--- src/rtl/regptr_pkg.sv ---
`timescale 1ns/1ps
package regptr_pkg;
   localparam int unsigned REG_PAIRS    = 11;
   localparam int unsigned CFG_PAIR_POS = 5;
   localparam int unsigned PORT_B_BASE  = 16;
   localparam int unsigned PTR_BITS     = 8;

   typedef enum logic [0:0] {
      PORT_A = 1'b0,
      PORT_B = 1'b1
   } port_e;
endpackage

--- src/rtl/regptr_step.sv ---
`timescale 1ns/1ps
module regptr_step #(
   parameter int unsigned ADDR_W = regptr_pkg::PTR_BITS,
   parameter int unsigned PAIRS  = regptr_pkg::REG_PAIRS,
   parameter int unsigned B_BASE = regptr_pkg::PORT_B_BASE
) (
   input  logic [ADDR_W-1:0] cur_ptr,
   input  logic              split_sel,
   input  logic              byte_mode,
   output logic [ADDR_W-1:0] nxt_ptr
);
   localparam logic [ADDR_W-1:0] LAST_IL    = ADDR_W'(2 * PAIRS - 1);
   localparam logic [ADDR_W-1:0] LAST_SPLIT = ADDR_W'(B_BASE + PAIRS - 1);

   logic [ADDR_W-1:0] wrap_at;

   always_comb begin
      wrap_at = split_sel ? LAST_SPLIT : LAST_IL;
      if (byte_mode) begin
         if (split_sel) nxt_ptr = cur_ptr;
         else           nxt_ptr = {cur_ptr[ADDR_W-1:1], ~cur_ptr[0]};
      end else if (cur_ptr >= wrap_at) begin
         nxt_ptr = '0;
      end else begin
         nxt_ptr = cur_ptr + 1'b1;
      end
   end
endmodule

--- src/rtl/regptr_decode.sv ---
`timescale 1ns/1ps
module regptr_decode #(
   parameter int unsigned ADDR_W     = regptr_pkg::PTR_BITS,
   parameter int unsigned PAIRS      = regptr_pkg::REG_PAIRS,
   parameter int unsigned B_BASE     = regptr_pkg::PORT_B_BASE,
   parameter int unsigned CFG_PAIR   = regptr_pkg::CFG_PAIR_POS,
   parameter bit          CFG_SHARED = 1'b1,
   parameter int unsigned PAIR_W     = $clog2(PAIRS),
   parameter int unsigned IDX_W      = PAIR_W + 1
) (
   input  logic [ADDR_W-1:0] cur_ptr,
   input  logic              split_sel,
   output logic [IDX_W-1:0]  idx_o,
   output logic              valid_o
);
   import regptr_pkg::*;

   localparam logic [ADDR_W-1:0] IL_END    = ADDR_W'(2 * PAIRS);
   localparam logic [ADDR_W-1:0] A_END     = ADDR_W'(PAIRS);
   localparam logic [ADDR_W-1:0] B_START   = ADDR_W'(B_BASE);
   localparam logic [ADDR_W-1:0] B_END     = ADDR_W'(B_BASE + PAIRS);
   localparam logic [PAIR_W-1:0] CFG_CODE  = PAIR_W'(CFG_PAIR);

   logic [PAIR_W-1:0] pair;
   port_e             port;
   logic [IDX_W-1:0]  raw_idx;

   always_comb begin
      pair    = '0;
      port    = PORT_A;
      valid_o = 1'b0;
      if (!split_sel) begin
         valid_o = cur_ptr < IL_END;
         pair    = cur_ptr[PAIR_W:1];
         port    = port_e'(cur_ptr[0]);
      end else if (cur_ptr < A_END) begin
         valid_o = 1'b1;
         pair    = cur_ptr[PAIR_W-1:0];
         port    = PORT_A;
      end else if (cur_ptr >= B_START && cur_ptr < B_END) begin
         valid_o = 1'b1;
         pair    = cur_ptr[PAIR_W-1:0];
         port    = PORT_B;
      end
   end

   generate
      if (CFG_SHARED) begin : g_cfg_shared
         always_comb begin
            if (pair == CFG_CODE) raw_idx = {CFG_CODE, 1'b0};
            else                  raw_idx = {pair, port};
         end
      end else begin : g_cfg_split
         always_comb raw_idx = {pair, port};
      end
   endgenerate

   assign idx_o = valid_o ? raw_idx : '0;
endmodule

--- src/rtl/regptr_bank_map.sv ---
`timescale 1ns/1ps
module regptr_bank_map #(
   parameter int unsigned ADDR_W     = regptr_pkg::PTR_BITS,
   parameter int unsigned PAIRS      = regptr_pkg::REG_PAIRS,
   parameter int unsigned B_BASE     = regptr_pkg::PORT_B_BASE,
   parameter int unsigned CFG_PAIR   = regptr_pkg::CFG_PAIR_POS,
   parameter bit          CFG_SHARED = 1'b1,
   parameter int unsigned IDX_W      = $clog2(PAIRS) + 1
) (
   input  logic              clk,
   input  logic              rst_n,
   input  logic              ld_en,
   input  logic [ADDR_W-1:0] ld_addr,
   input  logic              adv,
   input  logic              bank_split,
   input  logic              seq_off,
   output logic [IDX_W-1:0]  reg_idx,
   output logic              reg_valid
);
   localparam int unsigned PAIR_W = $clog2(PAIRS);
   localparam logic [ADDR_W-1:0] LAST_IL    = ADDR_W'(2 * PAIRS - 1);
   localparam logic [ADDR_W-1:0] LAST_SPLIT = ADDR_W'(B_BASE + PAIRS - 1);
   localparam logic [ADDR_W-1:0] CFG_B_SPLIT = ADDR_W'(B_BASE + CFG_PAIR);

   generate
      if (B_BASE < (1 << PAIR_W) || (B_BASE & (B_BASE - 1)) != 0) begin : g_bad_base
         $error("B_BASE must be a power of two covering all pairs");
      end
      if (CFG_PAIR >= PAIRS) begin : g_bad_cfg
         $error("CFG_PAIR outside the pair range");
      end
      if (B_BASE + PAIRS > (1 << ADDR_W)) begin : g_bad_width
         $error("ADDR_W too narrow for the split layout");
      end
      if (IDX_W != PAIR_W + 1) begin : g_bad_idx
         $error("IDX_W must be one bit wider than the pair field");
      end
   endgenerate

   logic [ADDR_W-1:0] ptr_q;
   logic [ADDR_W-1:0] ptr_adv;

   regptr_step #(
      .ADDR_W (ADDR_W),
      .PAIRS  (PAIRS),
      .B_BASE (B_BASE)
   ) u_step (
      .cur_ptr   (ptr_q),
      .split_sel (bank_split),
      .byte_mode (seq_off),
      .nxt_ptr   (ptr_adv)
   );

   always_ff @(posedge clk or negedge rst_n) begin
      if (!rst_n)     ptr_q <= '0;
      else if (ld_en) ptr_q <= ld_addr;
      else if (adv)   ptr_q <= ptr_adv;
   end

   regptr_decode #(
      .ADDR_W     (ADDR_W),
      .PAIRS      (PAIRS),
      .B_BASE     (B_BASE),
      .CFG_PAIR   (CFG_PAIR),
      .CFG_SHARED (CFG_SHARED),
      .PAIR_W     (PAIR_W),
      .IDX_W      (IDX_W)
   ) u_decode (
      .cur_ptr   (ptr_q),
      .split_sel (bank_split),
      .idx_o     (reg_idx),
      .valid_o   (reg_valid)
   );

   // load wins over a simultaneous advance
   a_r10_load_wins: assert property (@(posedge clk) disable iff (!rst_n)
      ld_en |=> ptr_q == $past(ld_addr));

   // no strobe, no movement
   a_r11_idle_hold: assert property (@(posedge clk) disable iff (!rst_n)
      (!ld_en && !adv) |=> $stable(ptr_q));

   // byte mode in the split layout
   a_r8_split_hold: assert property (@(posedge clk) disable iff (!rst_n)
      (!ld_en && adv && seq_off && bank_split) |=> $stable(ptr_q));

   // byte mode in the interleaved layout swaps pair members
   a_r9_pair_swap: assert property (@(posedge clk) disable iff (!rst_n)
      (!ld_en && adv && seq_off && !bank_split) |=>
         (ptr_q[0] != $past(ptr_q[0])) && (ptr_q[ADDR_W-1:1] == $past(ptr_q[ADDR_W-1:1])));

   // sequential wrap in the interleaved layout
   a_r6_il_wrap: assert property (@(posedge clk) disable iff (!rst_n)
      (!ld_en && adv && !seq_off && !bank_split && ptr_q >= LAST_IL) |=> ptr_q == '0);

   // sequential wrap in the split layout
   a_r7_split_wrap: assert property (@(posedge clk) disable iff (!rst_n)
      (!ld_en && adv && !seq_off && bank_split && ptr_q >= LAST_SPLIT) |=> ptr_q == '0);

   // both configuration addresses reach one register
   a_r5_cfg_alias: assert property (@(posedge clk) disable iff (!rst_n)
      (bank_split && ptr_q == CFG_B_SPLIT && CFG_SHARED) |-> reg_idx == IDX_W'(2 * CFG_PAIR));

   // a decoded index never exceeds the physical register count
   a_r2_idx_bound: assert property (@(posedge clk) disable iff (!rst_n)
      reg_valid |-> reg_idx < IDX_W'(2 * PAIRS));
endmodule

--- config.mk ---
export PLATFORM = sky130hd
export DESIGN_NAME = regptr_bank_map
export DESIGN_NICKNAME = d
export VERILOG_FILES = /design/src/rtl/regptr_pkg.sv /design/src/rtl/regptr_step.sv /design/src/rtl/regptr_decode.sv /design/src/rtl/regptr_bank_map.sv
export SDC_FILE = /design/constraint.sdc
export NUM_CORES = 1
export LEC_CHECK = 0
export BUFFER_PORTS_ARGS = -buffer_cell sky130_fd_sc_hd__buf_4
export CORE_MARGIN = 4
export CORE_UTILIZATION = 53
export CTS_CLUSTER_SIZE = 10
export DETAILED_ROUTE_END_ITERATION = 10
export GPL_TIMING_DRIVEN = 0
export PLACE_DENSITY = 0.75
export SETUP_SLACK_MARGIN = 0.5
export SLEW_MARGIN = 20
export SYNTH_ARGS = -nofsm -noshare
export SYNTH_HDL_FRONTEND = slang
export SYNTH_HIERARCHICAL = 1
export SYNTH_SLANG_ARGS = --single-unit
--- constraint.sdc ---
create_clock -name clk -period 2.7 [get_ports clk]
set_clock_uncertainty 0.15 [all_clocks]
set_input_delay 0.135 -clock clk [delete_from_list [all_inputs] [get_ports clk]]
set_output_delay 0.135 -clock clk [all_outputs]
set_load 0.005 [all_outputs]
After elaboration in Yosys (flattened, before gate mapping)
Cells that the tools add are included.
- flip-flop bits (word level): 8
- input bits: 14
- word-level logic and storage cells: 32
- $add $sub $neg: 1
- $lt $le $gt $ge: 5
- equality and inequality tests: 3
- muxes and demuxes: 16
- bitwise operators: 1
- reduce and logical (&&, ||, !) cells: 4
- operators by type and width (cell ; count):
    8-bit 2-to-1 mux ; 4
    8-bit by 5-bit less-than comparator with 1-bit output (second input constant) ; 2
    4-bit 2-to-1 mux ; 4
    5-bit 2-to-1 mux ; 2
    8-bit by 1-bit adder with 8-bit output (second input constant) ; 1
    8-bit by 5-bit >= comparator with 1-bit output (second input constant) ; 1
    8-bit >= comparator ; 1
    8-bit by 4-bit less-than comparator with 1-bit output (second input constant) ; 1
    1-bit 2-to-1 mux ; 6
    4-bit by 3-bit equality test with 1-bit output (second input constant) ; 1
    2-bit AND reduction ; 2
    3-bit inequality test (second input constant) ; 1
    2-bit inequality test (second input constant) ; 1
    2-bit nonzero test ; 1
    1-bit logical AND ; 1
    1-bit NOT ; 1

Longest topological paths before layout
Gate-level depths: netlist of the first run.
- depth after elaboration: 8
- depth in mapped cells: 8

Hierarchy
Netlist of the first run, hierarchy kept.
- modules (own cells, without submodules) (module ; times used ; cells an instance ; area each (µm²)):
    regptr_bank_map ; 1 ; 34 ; 372.9
    regptr_step ; 1 ; 46 ; 322.8
    regptr_decode ; 1 ; 30 ; 192.7

Worst setup path after synthesis of the first run
Ideal clock, no wire load.
- kind: register -> register
- from: reg ptr_q[3]
- to: reg ptr_q[2]
- setup time: 0.076 ns
- arrival time: 1.879 ns
- setup slack: 0.594 ns
- stages on the path, launching flop included: 8
- cells stage by stage: dfrtp_1 -> ha_1 -> a21o_1 -> a2111oi_4 -> o21ai_2 -> o311ai_2 -> mux2i_1 -> o21ai_1
- word-level cells in the longest chain between the ends: 5
- RTL lines (item ; RTL line ; RTL):
    start, declared ; regptr_bank_map.sv:40 ; logic [ADDR_W-1:0] ptr_q;
    start signal, assigned ; regptr_bank_map.sv:56 ; else if (ld_en) ptr_q <= ld_addr;
    start signal, assigned ; regptr_bank_map.sv:57 ; else if (adv) ptr_q <= ptr_adv;
    8-bit >= comparator ; regptr_step.sv:22 ; end else if (cur_ptr >= wrap_at) begin
    8-bit 2-to-1 mux ; regptr_step.sv:22 ;
    8-bit 2-to-1 mux ; regptr_step.sv:19 ; if (byte_mode) begin
    net ptr_adv[2] ; regptr_bank_map.sv:41 ; logic [ADDR_W-1:0] ptr_adv;
    8-bit 2-to-1 mux ; regptr_bank_map.sv:57 ;
    8-bit 2-to-1 mux ; regptr_bank_map.sv:56 ;
The timed path passes the listed nets, and every way through them passes these cells. The select of a mux whose other input is x is not followed.
A chain may end at the register's enable or synchronous reset.

Worst setup path in the final report of the first run
Same ends and word-level chain as after synthesis.

==> results by stage, run 1 <==
Routing:
- Wires add up to roughly 2.2 mm.
- In the routed design, unresolved DRC markers number 0.
- The number of search-and-repair iterations in the first detailed-routing pass is 4.
- The number of DRC markers in iteration 0 is 33.
- The average vias per placed instance is 5.80.
- The routed layout has roughly 940 vias.
- In the final routed layout, each cell accounts on average for 13.7 um.
- The detail route stage leaves a number of antenna-violating nets equal to 0.

Layout:
- The number of diodes is 0.
- The largest registers in the layout are ptr_q: 8 flops.
- The number of flip-flops under the largest register name is 8.
- Excluding fillers, the count of instances in the completed layout stands at 162.
- The register ranked first by flip-flop count is ptr_q.
- Cells with a size suffix above 1 make up between 20 and 30% of the layout.
- Compared with the post-synthesis result, the final layout area differs by 39.6%.
- At the end of the flow, the number of nets in the layout was 167.

Worst setup path:
- On the critical path, the stage with the largest delay is an instance of sky130_fd_sc_hd__a2111oi_4.
- Of all nets on the critical path, the largest fanout is 7.
- The type of the setup path with the least slack is reg -> reg.
- The largest single stage delay on the critical path is 470 ps.
- Setup slack on the worst reg-to-reg path comes out at 510 ps.
- Walking the worst path, the cells encountered are ha_4 > a21o_1 > a2111oi_4 > o21ai_4 > o311ai_2 > mux2i_1 > o21ai_1.
- STA classifies the critical path startpoint as a flop.
- The endpoint type of the worst setup path is a flop.
- At the worst endpoint, the required time is between 2000 and 3000 ps.
- The worst endpoint data arrival time is 2210 ps.

Clock network:
- The clock network latency to the later pin of the worst-skew pair is 250 ps.
- The H-tree depth is 1.
- Counting the buffers created by CTS gives 3.
- TritonCTS built the clock tree.
- Clock tree synthesis selected as its root buffer the cell sky130_fd_sc_hd__clkbuf_4.
- The clock transition at the registers of the reported paths is 50 ps.
- The clock tree buffer depth is 2.
- The CTS sink count is 8.

STA:
- The post-layout minimum cycle time is 2190 ps.
- The count of final max-slew check failures came to 0.
- The final number of hold-violating endpoints is 0.
- Setup repair after global routing could not meet its margin everywhere.
- The timing-limited maximum frequency is around 460 MHz.
- The worst pin sits at a relative slew slack of 73.4%.
- The transition time at the pin with the least slew margin is 399 ps.
- After routing, the total negative slack on setup checks comes to 0 ps.
- The share of the clock period used by the worst path is 81.0%.
- The number of setup violations in the final report is 0.

Synthesis:
- During synthesis, Yosys emitted a total of 6 warnings.
- The number of synthesized flops with an enable pin is 0.
- The synthesized area divided by synthesized cell count is 8.08 sq um.
- The post-synthesis async set-or-reset flop share is between 90% and 100%.
- The part of the Yosys area used for sequential elements is between 20 and 25%.
- Among all flip-flop cells after synthesis, the most frequent one is sky130_fd_sc_hd__dfrtp_1.
- The instance count of the mapped netlist is 110.
- In this run, synthesis produced a sequential element count of 8.
- Counting every net in the synthesized netlist gives 129.
- Summing every instance area after synthesis gives 888 sq um.
- The netlist uses 34 different library cells.

Power:
- IR analysis of the VDD net gives a maximum drop of 0.000303 V.
- For this design the static power due to leakage is 0.000545 uW.
- In this run the power density over the cells is 367 mW/mm^2.

Global routing:
- The first-pass GRT wire length is approximately 3.6 mm.
- In the global route stage, overall resource usage came out at 18.2%.
- The number of antenna violations at the first check in global routing is 0.
- The via count of the first global-routing pass is 840.
- Entering global routing, the biggest net connects 15 pins.
- The sum of overflow across all layers after global routing is 0.

Die:
- The top-level port count is 20.
- The floorplan step set the die width to between 40 and 50 um.
- The total number of placement rows is 14.
- The height of the die is 48.9 um.
- The core outline area is 0.00154 sq mm.
- The die covers 0.00240 sq mm.
- The initial utilization of the core area, before any placement, comes to 57.6%.

Run:
- Max-cap violations in this run came to 0.

Placed design:
- After legalization and detailed placement, the total HPWL measured 1.49 mm.
- At the end of routability-driven placement, the weighted congestion stood at about 0.77.
- In this run the tool buffered the top-level ports with 17 buffer cells.
- The cell total after placement is ~140.

Min path:
- The class of the tightest hold or removal check is in -> async.

Run status:
- The flow ran to the end, and the final reports show no timing, DRC or antenna violations.
-- synth_stat cells, types with 2 or more instances --
master                      n  share of area, %
sky130_fd_sc_hd__nand2b_1   6               4.2
sky130_fd_sc_hd__buf_6      3               3.8
sky130_fd_sc_hd__xnor2_1    2               2.0
sky130_fd_sc_hd__nand2_1   18               7.6
sky130_fd_sc_hd__a21oi_1    9               5.1
sky130_fd_sc_hd__inv_1      6               2.5
sky130_fd_sc_hd__dfrtp_1    8                23
sky130_fd_sc_hd__o21ai_1    8               4.5
sky130_fd_sc_hd__nand4_1    2               1.4
sky130_fd_sc_hd__nor3_1     2               1.1
sky130_fd_sc_hd__o21ai_0    4               2.3
sky130_fd_sc_hd__o211ai_1   3               2.5
sky130_fd_sc_hd__nand3_1    5               2.8
sky130_fd_sc_hd__mux2i_1    8               9.0
sky130_fd_sc_hd__o22ai_1    3               2.1
sky130_fd_sc_hd__ha_1       5               7.0
-- cells in the final DEF (no fill, tap or decap), types with 2 or more instances in the layout --
cell and instances:
sky130_fd_sc_hd__buf_4 22, sky130_fd_sc_hd__dlygate4sd3_1 11, sky130_fd_sc_hd__nand2_1 18, sky130_fd_sc_hd__clkbuf_4 3, sky130_fd_sc_hd__ha_1 4, sky130_fd_sc_hd__nand2b_1 6
sky130_fd_sc_hd__o21ai_0 4, sky130_fd_sc_hd__xnor2_1 2, sky130_fd_sc_hd__dfrtp_2 3, sky130_fd_sc_hd__inv_1 6, sky130_fd_sc_hd__nand4_1 2, sky130_fd_sc_hd__a21oi_1 8
sky130_fd_sc_hd__dfrtp_1 5, sky130_fd_sc_hd__o22ai_1 3, sky130_fd_sc_hd__mux2i_1 8, sky130_fd_sc_hd__nand3_1 5, sky130_fd_sc_hd__nor3_1 2, sky130_fd_sc_hd__o211ai_1 3
sky130_fd_sc_hd__buf_6 3, sky130_fd_sc_hd__o21ai_1 8
-- path summary, 6_finish.rpt --
path,startpoint,endpoint,cells after the start
worst min register to register,ptr_q[2],ptr_q[2],2
worst max-delay path,ptr_q[3],ptr_q[2],7
max in group asynchronous,rst_n,ptr_q[0],2
worst min-delay path,rst_n,ptr_q[6],2
min in group clk,adv,ptr_q[2],3
worst max register to register,ptr_q[3],ptr_q[2],7
-- where the power goes --
part | total (uW) | switching, uW | internal (uW) | leakage (uW)
registers | 164 | 30.3 | 133 | 0.0000953
clock network | 87.8 | 37.1 | 50.6 | 0.0000138
logic | 203 | 99.3 | 104 | 0.000436
-- layout make-up --
class                      count  area, sq um
clock buffer                   3         22.5
tap                           16         20.0
fill                          94          302
sequential                     8          204
timing repair buffer          33          275
buffer                         5         43.8
inverter                       6         22.5
multi-input combinational     91          652
-- stage by stage --
stage	instance area, sq um	power (uW)	utilization (%)	hold WS (ps)	setup slack, ps
floorplan	888	274	-	-311	594
global placement	1040	324	67.2	-196	357
detailed placement	1040	328	67.2	-195	356
CTS	1190	436	77.0	83.6	511
global route	1240	489	80.4	96.2	446
finish	1240	455	80.4	86.0	513
-- cells by family (layout without fill, tap and decap cells) --
| kind of cell | Yosys count | count (layout) | share of synthesized area, % |
|---|---|---|---|
| and+or+nand+nor | 41 | 41 | 23.8 |
| muxes | 9 | 9 | 10.3 |
| adders and majority gates | 5 | 5 | 7.04 |
| DFF | 8 | 8 | 22.5 |
| xor gates and xnor gates | 2 | 2 | 1.97 |
| buffers and inverters | 11 | 47 | 7.46 |
| AOI/OAI and AO/OA | 34 | 34 | 26.9 |
-- metal layers --
metal | global-route usage, % | vias to the layer above | routed length, um
li1 | - | 475 | -
met1 | 20.5 | 428 | 922
met2 | 32.4 | 32 | 1150
met3 | 3.67 | 4 | 112
met4 | 8.52 | 0 | 38
met5 | 0 | - | 0
-- worst max-delay path: cells and delay by family, from the launching register on --
family	cells	cell delay, ps
AOI/OAI and AO/OA	5	1200
DFF	1	420
adders and majority gates	1	220
muxes	1	120
-- timing repair --
action / 4_1_cts / 5_1_grt
pin swaps: 1 / 6
gates resized for setup: 3 / 4
endpoints found under the hold margin: 16 / 0
setup buffers: 2 / 3
setup endpoints to repair: 7 / 7
cloned: 0 / 0
hold buffers: 11 / 0
No activity file was read; power rests on OpenSTA's default activity.
==> run 2: changes to the inputs <==
--- a/config.mk
+++ b/config.mk
@@ -5,13 +5,14 @@
 export SDC_FILE = /design/constraint.sdc
 export NUM_CORES = 1
 export LEC_CHECK = 0
+export ABC_AREA = 1
 export BUFFER_PORTS_ARGS = -buffer_cell sky130_fd_sc_hd__buf_4
 export CORE_MARGIN = 4
-export CORE_UTILIZATION = 53
+export CORE_UTILIZATION = 52
 export CTS_CLUSTER_SIZE = 10
 export DETAILED_ROUTE_END_ITERATION = 10
 export GPL_TIMING_DRIVEN = 0
-export PLACE_DENSITY = 0.75
+export PLACE_DENSITY = 0.74
 export SETUP_SLACK_MARGIN = 0.5
 export SLEW_MARGIN = 20
 export SYNTH_ARGS = -nofsm -noshare
==> constraint.sdc (replaced) <==
create_clock -name clk -period 2.1 [get_ports clk]
set_clock_uncertainty 0.15 [all_clocks]
set_input_delay 0.105 -clock clk [delete_from_list [all_inputs] [get_ports clk]]
set_output_delay 0.105 -clock clk [all_outputs]
set_load 0.005 [all_outputs]
==> results by stage, run 2 <==
Run status:
- Run status: aborted with a tool error (was complete, no violations).
- The flow stopped in global routing.
- The first error in the log reads "[ERROR DPL-0033] detailed placement checks failed during check placement".

Synthesis:
- The leading register cell type out of synthesis is sky130_fd_sc_hd__dfrtp_1 (unchanged).
- The synthesized area divided by synthesized cell count was 6.18 sq um (was 8.08 sq um).
- The cell area after synthesis came to 860 sq um (was 888 sq um).
- The number of synthesized register bits is 8 (unchanged).
- Top post-synthesis cells by count: 45 x sky130_fd_sc_hd__nand2_1, 21 x sky130_fd_sc_hd__nand3_1, 17 x sky130_fd_sc_hd__inv_1 (was 18 x sky130_fd_sc_hd__nand2_1, 9 x sky130_fd_sc_hd__a21oi_1, 8 x sky130_fd_sc_hd__dfrtp_1, 8 x sky130_fd_sc_hd__mux2i_1, 8 x sky130_fd_sc_hd__o21ai_1).
- The number of synthesized flops with an enable pin came to 0 (unchanged).
- The post-synthesis async set-or-reset flop share was 100% (unchanged).
- Leading post-synthesis cells by cell area: sky130_fd_sc_hd__dfrtp_1 23%, sky130_fd_sc_hd__nand2_1 20%, sky130_fd_sc_hd__nand3_1 12%, sky130_fd_sc_hd__inv_1 7.4%, sky130_fd_sc_hd__ha_1 7.3% (was sky130_fd_sc_hd__dfrtp_1 23%, sky130_fd_sc_hd__mux2i_1 9.0%, sky130_fd_sc_hd__nand2_1 7.6%, sky130_fd_sc_hd__ha_1 7.0%, sky130_fd_sc_hd__a21oi_1 5.1%).
- The part of the Yosys area used for sequential elements is 23.3% (was 22.5%).
- The share of the synthesized area in the top cell type is 23.3% (was 22.5%).
- The number of distinct standard cells referenced by the synthesized netlist is 23 (was 34).
- The count of warnings emitted by yosys is 6 (unchanged).
- The synthesized net count is 158 (was 129).
- The most used standard cell by instance count after synthesis was sky130_fd_sc_hd__nand2_1 (unchanged).
- The instance count of the mapped netlist was 139 (was 110).
- The cell type with the largest total area after synthesis is sky130_fd_sc_hd__dfrtp_1 (unchanged).

Clock network:
- The CTS sink count was 8 (unchanged).
- The number of buffers created by CTS was 3 (unchanged).
- The H-tree depth is 1 (unchanged).
- The root buffer cell is sky130_fd_sc_hd__clkbuf_4 (unchanged).
- The clock tree buffer depth is 2 (unchanged).

Die:
- The effective utilization at floorplan is 55.8% (was 57.6%).
- The die width was 48.7 um (was 48.9 um).
- The top-level port count is 20 (unchanged).
- The total number of placement rows came to 14 (unchanged).
- The height of the die came to 48.7 um (was 48.9 um).

STA:
- The worst endpoint type is a top-level output.
- The worst endpoint from the post-global-route timing repair is reg_idx[0].

Placed design:
- The port buffer count is 17 (unchanged).
- The weighted congestion at the end of routability-driven global placement came to 0.803 (was 0.765).
- The area after detailed placement is 0.00101 sq mm (was 0.00104 sq mm).
- The detailed placer's ending HPWL is 1.57 mm (was 1.49 mm).

Global routing:
- The number of antenna violations at the first check in global routing is 0.
- The largest net degree at the start of global routing is 11.
==> run 2: cell types whose count changed after synthesis, sizes merged, moves of 2 or more <==
cell    delta
xnor2      -2
inv       +14
nor2      +10
nand3     +17
nand2     +32
o22ai      -2
o21ai      -9
nand2b     -6
mux2i      -8
o211ai     -3
==> run 2: repair_timing <==
item / 4_1_cts
resized for setup: 18
hold buffers: 17
pin swaps: 1
setup buffers: 11
endpoints found under the setup margin: 12
hold endpoints to repair: 16
==> run 2: cell families after synthesis <==
family / Yosys count / synth area share, %
AND/OR/NAND/NOR: 86 / 45.7
buffers and inverters: 23 / 12.2
AO/OA/AOI/OAI: 16 / 10.5
flip-flops: 8 / 23.3
adder cells (fa/ha/maj): 5 / 7.28
XOR/XNOR: 1 / 1.02
==> run 2: through the flow <==
stage	hold slack (ps)	cells	utilization, %	setup slack (ps)
after floorplan	-341	139	-	509
after global placement	-222	172	65.3	294
after detailed placement	-222	172	65.3	283
after CTS	43.7	203	87.2	382
==> run 3: changes to the inputs <==
--- a/config.mk
+++ b/config.mk
@@ -7,13 +7,11 @@
 export LEC_CHECK = 0
 export ABC_AREA = 1
 export BUFFER_PORTS_ARGS = -buffer_cell sky130_fd_sc_hd__buf_4
-export CORE_MARGIN = 4
-export CORE_UTILIZATION = 52
-export CTS_CLUSTER_SIZE = 10
+export CORE_AREA = 4 4 65 67
 export DETAILED_ROUTE_END_ITERATION = 10
+export DIE_AREA = 0 0 69 71
 export GPL_TIMING_DRIVEN = 0
-export PLACE_DENSITY = 0.74
-export SETUP_SLACK_MARGIN = 0.5
+export PLACE_DENSITY_LB_ADDON = 0.15
 export SLEW_MARGIN = 20
 export SYNTH_ARGS = -nofsm -noshare
 export SYNTH_HDL_FRONTEND = slang
==> results by stage, run 3 <==
Run status:
- Run status: complete, no violations (was aborted with a tool error).

Synthesis:
- The share of the synthesized area in the top cell type is 23.3% (unchanged).
- The instance count of the mapped netlist is 139 (unchanged).
- The part of the Yosys area used for sequential elements came to 23.3% (unchanged).
- The cell area after synthesis is 860 sq um (unchanged).
- The xor/xnor share of the synthesized area is 1.02% (unchanged).
- The count of warnings emitted by yosys is 6 (unchanged).
- The simple-gate share of the synthesized area was 45.7% (unchanged).
- The adder and majority gate portion of the synthesized area is 7.28% (unchanged).
- The number of synthesized register bits is 8 (unchanged).
- The main combinational cell family by area after synthesis is simple AND/OR/NAND/NOR gates (unchanged).
- The synthesized area divided by synthesized cell count came to 6.18 sq um (unchanged).
- The cell type with the largest total area after synthesis is sky130_fd_sc_hd__dfrtp_1 (unchanged).
- Top post-synthesis cells by count: 45 x sky130_fd_sc_hd__nand2_1, 21 x sky130_fd_sc_hd__nand3_1, 17 x sky130_fd_sc_hd__inv_1 (unchanged).
- The leading register cell type out of synthesis is sky130_fd_sc_hd__dfrtp_1 (unchanged).
- The synthesized net count is 158 (unchanged).
- The mux share of post-synthesis cell area is 0% (unchanged).
- The number of synthesized flops with an enable pin is 0 (unchanged).
- The most used standard cell by instance count after synthesis was sky130_fd_sc_hd__nand2_1 (unchanged).
- The post-synthesis async set-or-reset flop share is 100% (unchanged).
- The number of distinct standard cells referenced by the synthesized netlist was 23 (unchanged).
- The share of the synthesized area in compound gates (AO/OA/AOI/OAI) was 10.5% (unchanged).
- Leading post-synthesis cells by cell area: sky130_fd_sc_hd__dfrtp_1 23%, sky130_fd_sc_hd__nand2_1 20%, sky130_fd_sc_hd__nand3_1 12%, sky130_fd_sc_hd__inv_1 7.4%, sky130_fd_sc_hd__ha_1 7.3% (unchanged).

Layout:
- The fill cell total of the finished layout is 415.
- The library cell used most frequently in the layout, excluding fill and tap cells, is sky130_fd_sc_hd__nand2_1.
- The number of antenna diodes in the final layout is 0.
- The signed area change from the synthesized netlist to the final layout is 37.1%.
- The number of nets in the finished design is 189.
- The number of standard cells in the layout, taps in and fillers out is 216.
- In the final layout, the share of cells above drive strength 1 is 22.0%.
- Counting flops per register, the top entry is ptr_q.
- In the layout the commonest cells are 45 x sky130_fd_sc_hd__nand2_1, 21 x sky130_fd_sc_hd__nand3_1, 18 x sky130_fd_sc_hd__buf_4, 17 x sky130_fd_sc_hd__inv_1, 9 x sky130_fd_sc_hd__dlygate4sd3_1.
- The area of the multi-input gates is about 550 sq um.
- The storage element area is 200 sq um.
- In the final layout, the registers with the most flip-flops are ptr_q: 8 flops.
- The register with the most flip-flops in the layout has 8 of them.

Worst setup path:
- The beginning of the worst register-to-register path is ptr_q[3].
- The worst setup path is launched from a flop.
- The library cell contributing the largest single delay on the critical path is sky130_fd_sc_hd__dfrtp_1.
- Measured in cells, the most critical reg-to-reg path has a length of 10.
- The required time at the worst-slack endpoint is 1850 ps.
- The type of the setup path with the least slack is reg -> out.
- Traced cell by cell, the critical path runs through nand2_1 > nand2_1 > nand2_2 > nand3_1 > nand2_1 > inv_1 > nand2_1 > nor2_1 > nor2_1 > buf_4.
- Setup slack on the worst reg-to-reg path comes out at 320 ps.
- The terminus of the critical flop-to-flop path is ptr_q[5].
- The endpoint type of the worst setup path is an output port.
- The peak per-stage delay on the critical path is 520 ps.
- Of all nets on the critical path, the largest fanout is 9.
- Data arrives at the worst endpoint at around 1500 ps.
- By instance count, the cell type seen most on the critical path is sky130_fd_sc_hd__nand2_1.

Routing:
- The number of search-and-repair iterations in the first detailed-routing pass is 4.
- The post-route antenna net violation count is 0.
- The routed design has approximately 2.2 mm of wire.
- The average vias per placed instance is 4.41.
- The number of DRC markers in iteration 0 is 39.
- After detailed routing, the number of remaining DRC violations is 0.
- The average wire length per cell after detail routing is between 9 and 10 um.
- The number of vias in the routed layout is 952.

Clock network:
- The CTS sink count was 8 (unchanged).
- The clock tree buffer depth is 2 (unchanged).
- The number of buffers created by CTS came to 3 (unchanged).
- The CTS tree is yes.
- The clock network latency to the later pin of the worst-skew pair is around 220 ps.
- Clock-pin slew was measured on the worst setup and hold paths at 40 ps.
- The H-tree depth is 1 (unchanged).
- The root buffer cell is sky130_fd_sc_hd__clkbuf_8 (was sky130_fd_sc_hd__clkbuf_4).
- The post-cts gate resize count came to 0 (was 18).

Power:
- The leakage power summed over all cells is 0.000622 uW.
- The peak supply drop is roughly 0.00026 V.
- The power density of the placed cells is 494 mW/mm^2.

Die:
- The total number of placement rows was 22 (was 14).
- The area of the die is 0.00490 sq mm.
- The core outline area is ~0.0036 sq mm.
- The die width is 69 um (was 48.7 um).
- The effective utilization at floorplan is 23.7% (was 55.8%).
- The height of the die came to 71 um (was 48.7 um).
- The top-level port count is 20 (unchanged).

Placed design:
- The detailed placer's ending HPWL was 1.72 mm (was 1.57 mm).
- The cell total after placement is 204 (was 172).
- The port buffer count is 17 (unchanged).
- The weighted congestion at the end of routability-driven global placement is 0.781 (was 0.803).

Global routing:
- The via count of the first global-routing pass is 1,002.
- Entering global routing, the biggest net connects 11 pins.
- The number of antenna violations at the first check in global routing is 0.
- Global routing finished with a remaining overflow of 0.
- The first-pass GRT wire length is 4.13 mm.
- The combined global-route utilization of all metal layers is 9.80%.

STA:
- The routed design could run at a clock period as short as about 1800 ps.
- The number of setup violations in the final report is 0.
- The relative slew slack is about 78%.
- The count of final max-slew check failures was 0.
- Summed over all failing endpoints, the final setup total negative slack is 0 ps.
- The transition time at the pin with the least slew margin is 325 ps.
- The final number of hold-violating endpoints was 0.
- Of the available clock period, the critical path in the final layout requires a little under nine tenths.
- Setup repair after global routing left no endpoint under its margin.
- Static timing analysis puts the maximum clock frequency at approximately 560 MHz.

Min path:
- The launch point of the worst hold path is ld_en.
- The hold path endpoint is ptr_q[6].
- The class of the tightest hold or removal check is in -> reg.
- Counting instances, the worst hold path has a depth of 3.

Run:
- The reported max-cap violation count is 0.
run 3: cell counts after synthesis:
Identical to the previous run, type by type.
run 3: critical path: cells and delay by family, from the launching register on:
kind                   cells  cell delay (ps)
DFF                        1              520
buffers and inverters      2              170
and+or+nand+nor            8              620
run 3: through the flow:
step | area (sq um) | power, uW | utilization (%) | setup slack [ps] | hold slack, ps
after floorplan | 860 | 326 | - | 509 | -341
after global placement | 1050 | 391 | 28.8 | 298 | -218
after detailed placement | 1050 | 393 | 28.8 | 309 | -218
after CTS | 1180 | 589 | 32.4 | 302 | 12.7
after global routing | 1180 | 643 | 32.4 | 61.6 | 35.7
final | 1180 | 583 | 32.4 | 310 | 11.4
run 3: worst max path at each step:
stage	startpoint	endpoint	slack, ps
after global routing	ptr_q[1]	reg_idx[0]	60
after global placement	ptr_q[3]	ptr_q[5]	300
after CTS	ptr_q[3]	ptr_q[2]	300
final	ptr_q[1]	reg_idx[0]	310
after floorplan	ptr_q[3]	ptr_q[5]	510
after detailed placement	ptr_q[3]	ptr_q[2]	310
run 3: cells by family (layout without fill, tap and decap cells):
group / after synthesis / after routing
simple gates: 86 / 86
buf+inv: 23 / 52
compound gates: 16 / 16
flops: 8 / 8
fa+ha+maj: 5 / 5
xor+xnor: 1 / 1
run 3: what timing repair did:
item                                    CTS  global route
endpoints found under the hold margin    16             0
endpoints found under the setup margin    0             0
setup buffers                             0             0
hold buffers                              9             0
run 3: report_power, final:
| part | switching (uW) | total [uW] | internal [uW] |
|---|---|---|---|
| clock | 56.5 | 180 | 124 |
| combinational | 105 | 199 | 93.8 |
| sequential | 33.0 | 203 | 170 |
run 3: layer usage:
layer | GRT usage (%) | part of all wire [%] | vias to the layer above | wire length, um
met1 | 11.8 | 50 | 421 | 1070
met5 | 0 | 0 | - | 0
met2 | 17.5 | 45 | 24 | 977
li1 | - | - | 507 | -
met3 | 1.70 | 4.7 | 0 | 102
met4 | 3.47 | 0 | 0 | 0
run 3: layout make-up:
type | instances | area share [%]
multi-input combinational | 108 | 47.0
inverter | 20 | 6.37
clock buffer | 3 | 3.50
sequential | 8 | 17.0
buffer | 3 | 2.55
timing repair buffer | 26 | 18.5
tap | 48 | 5.10
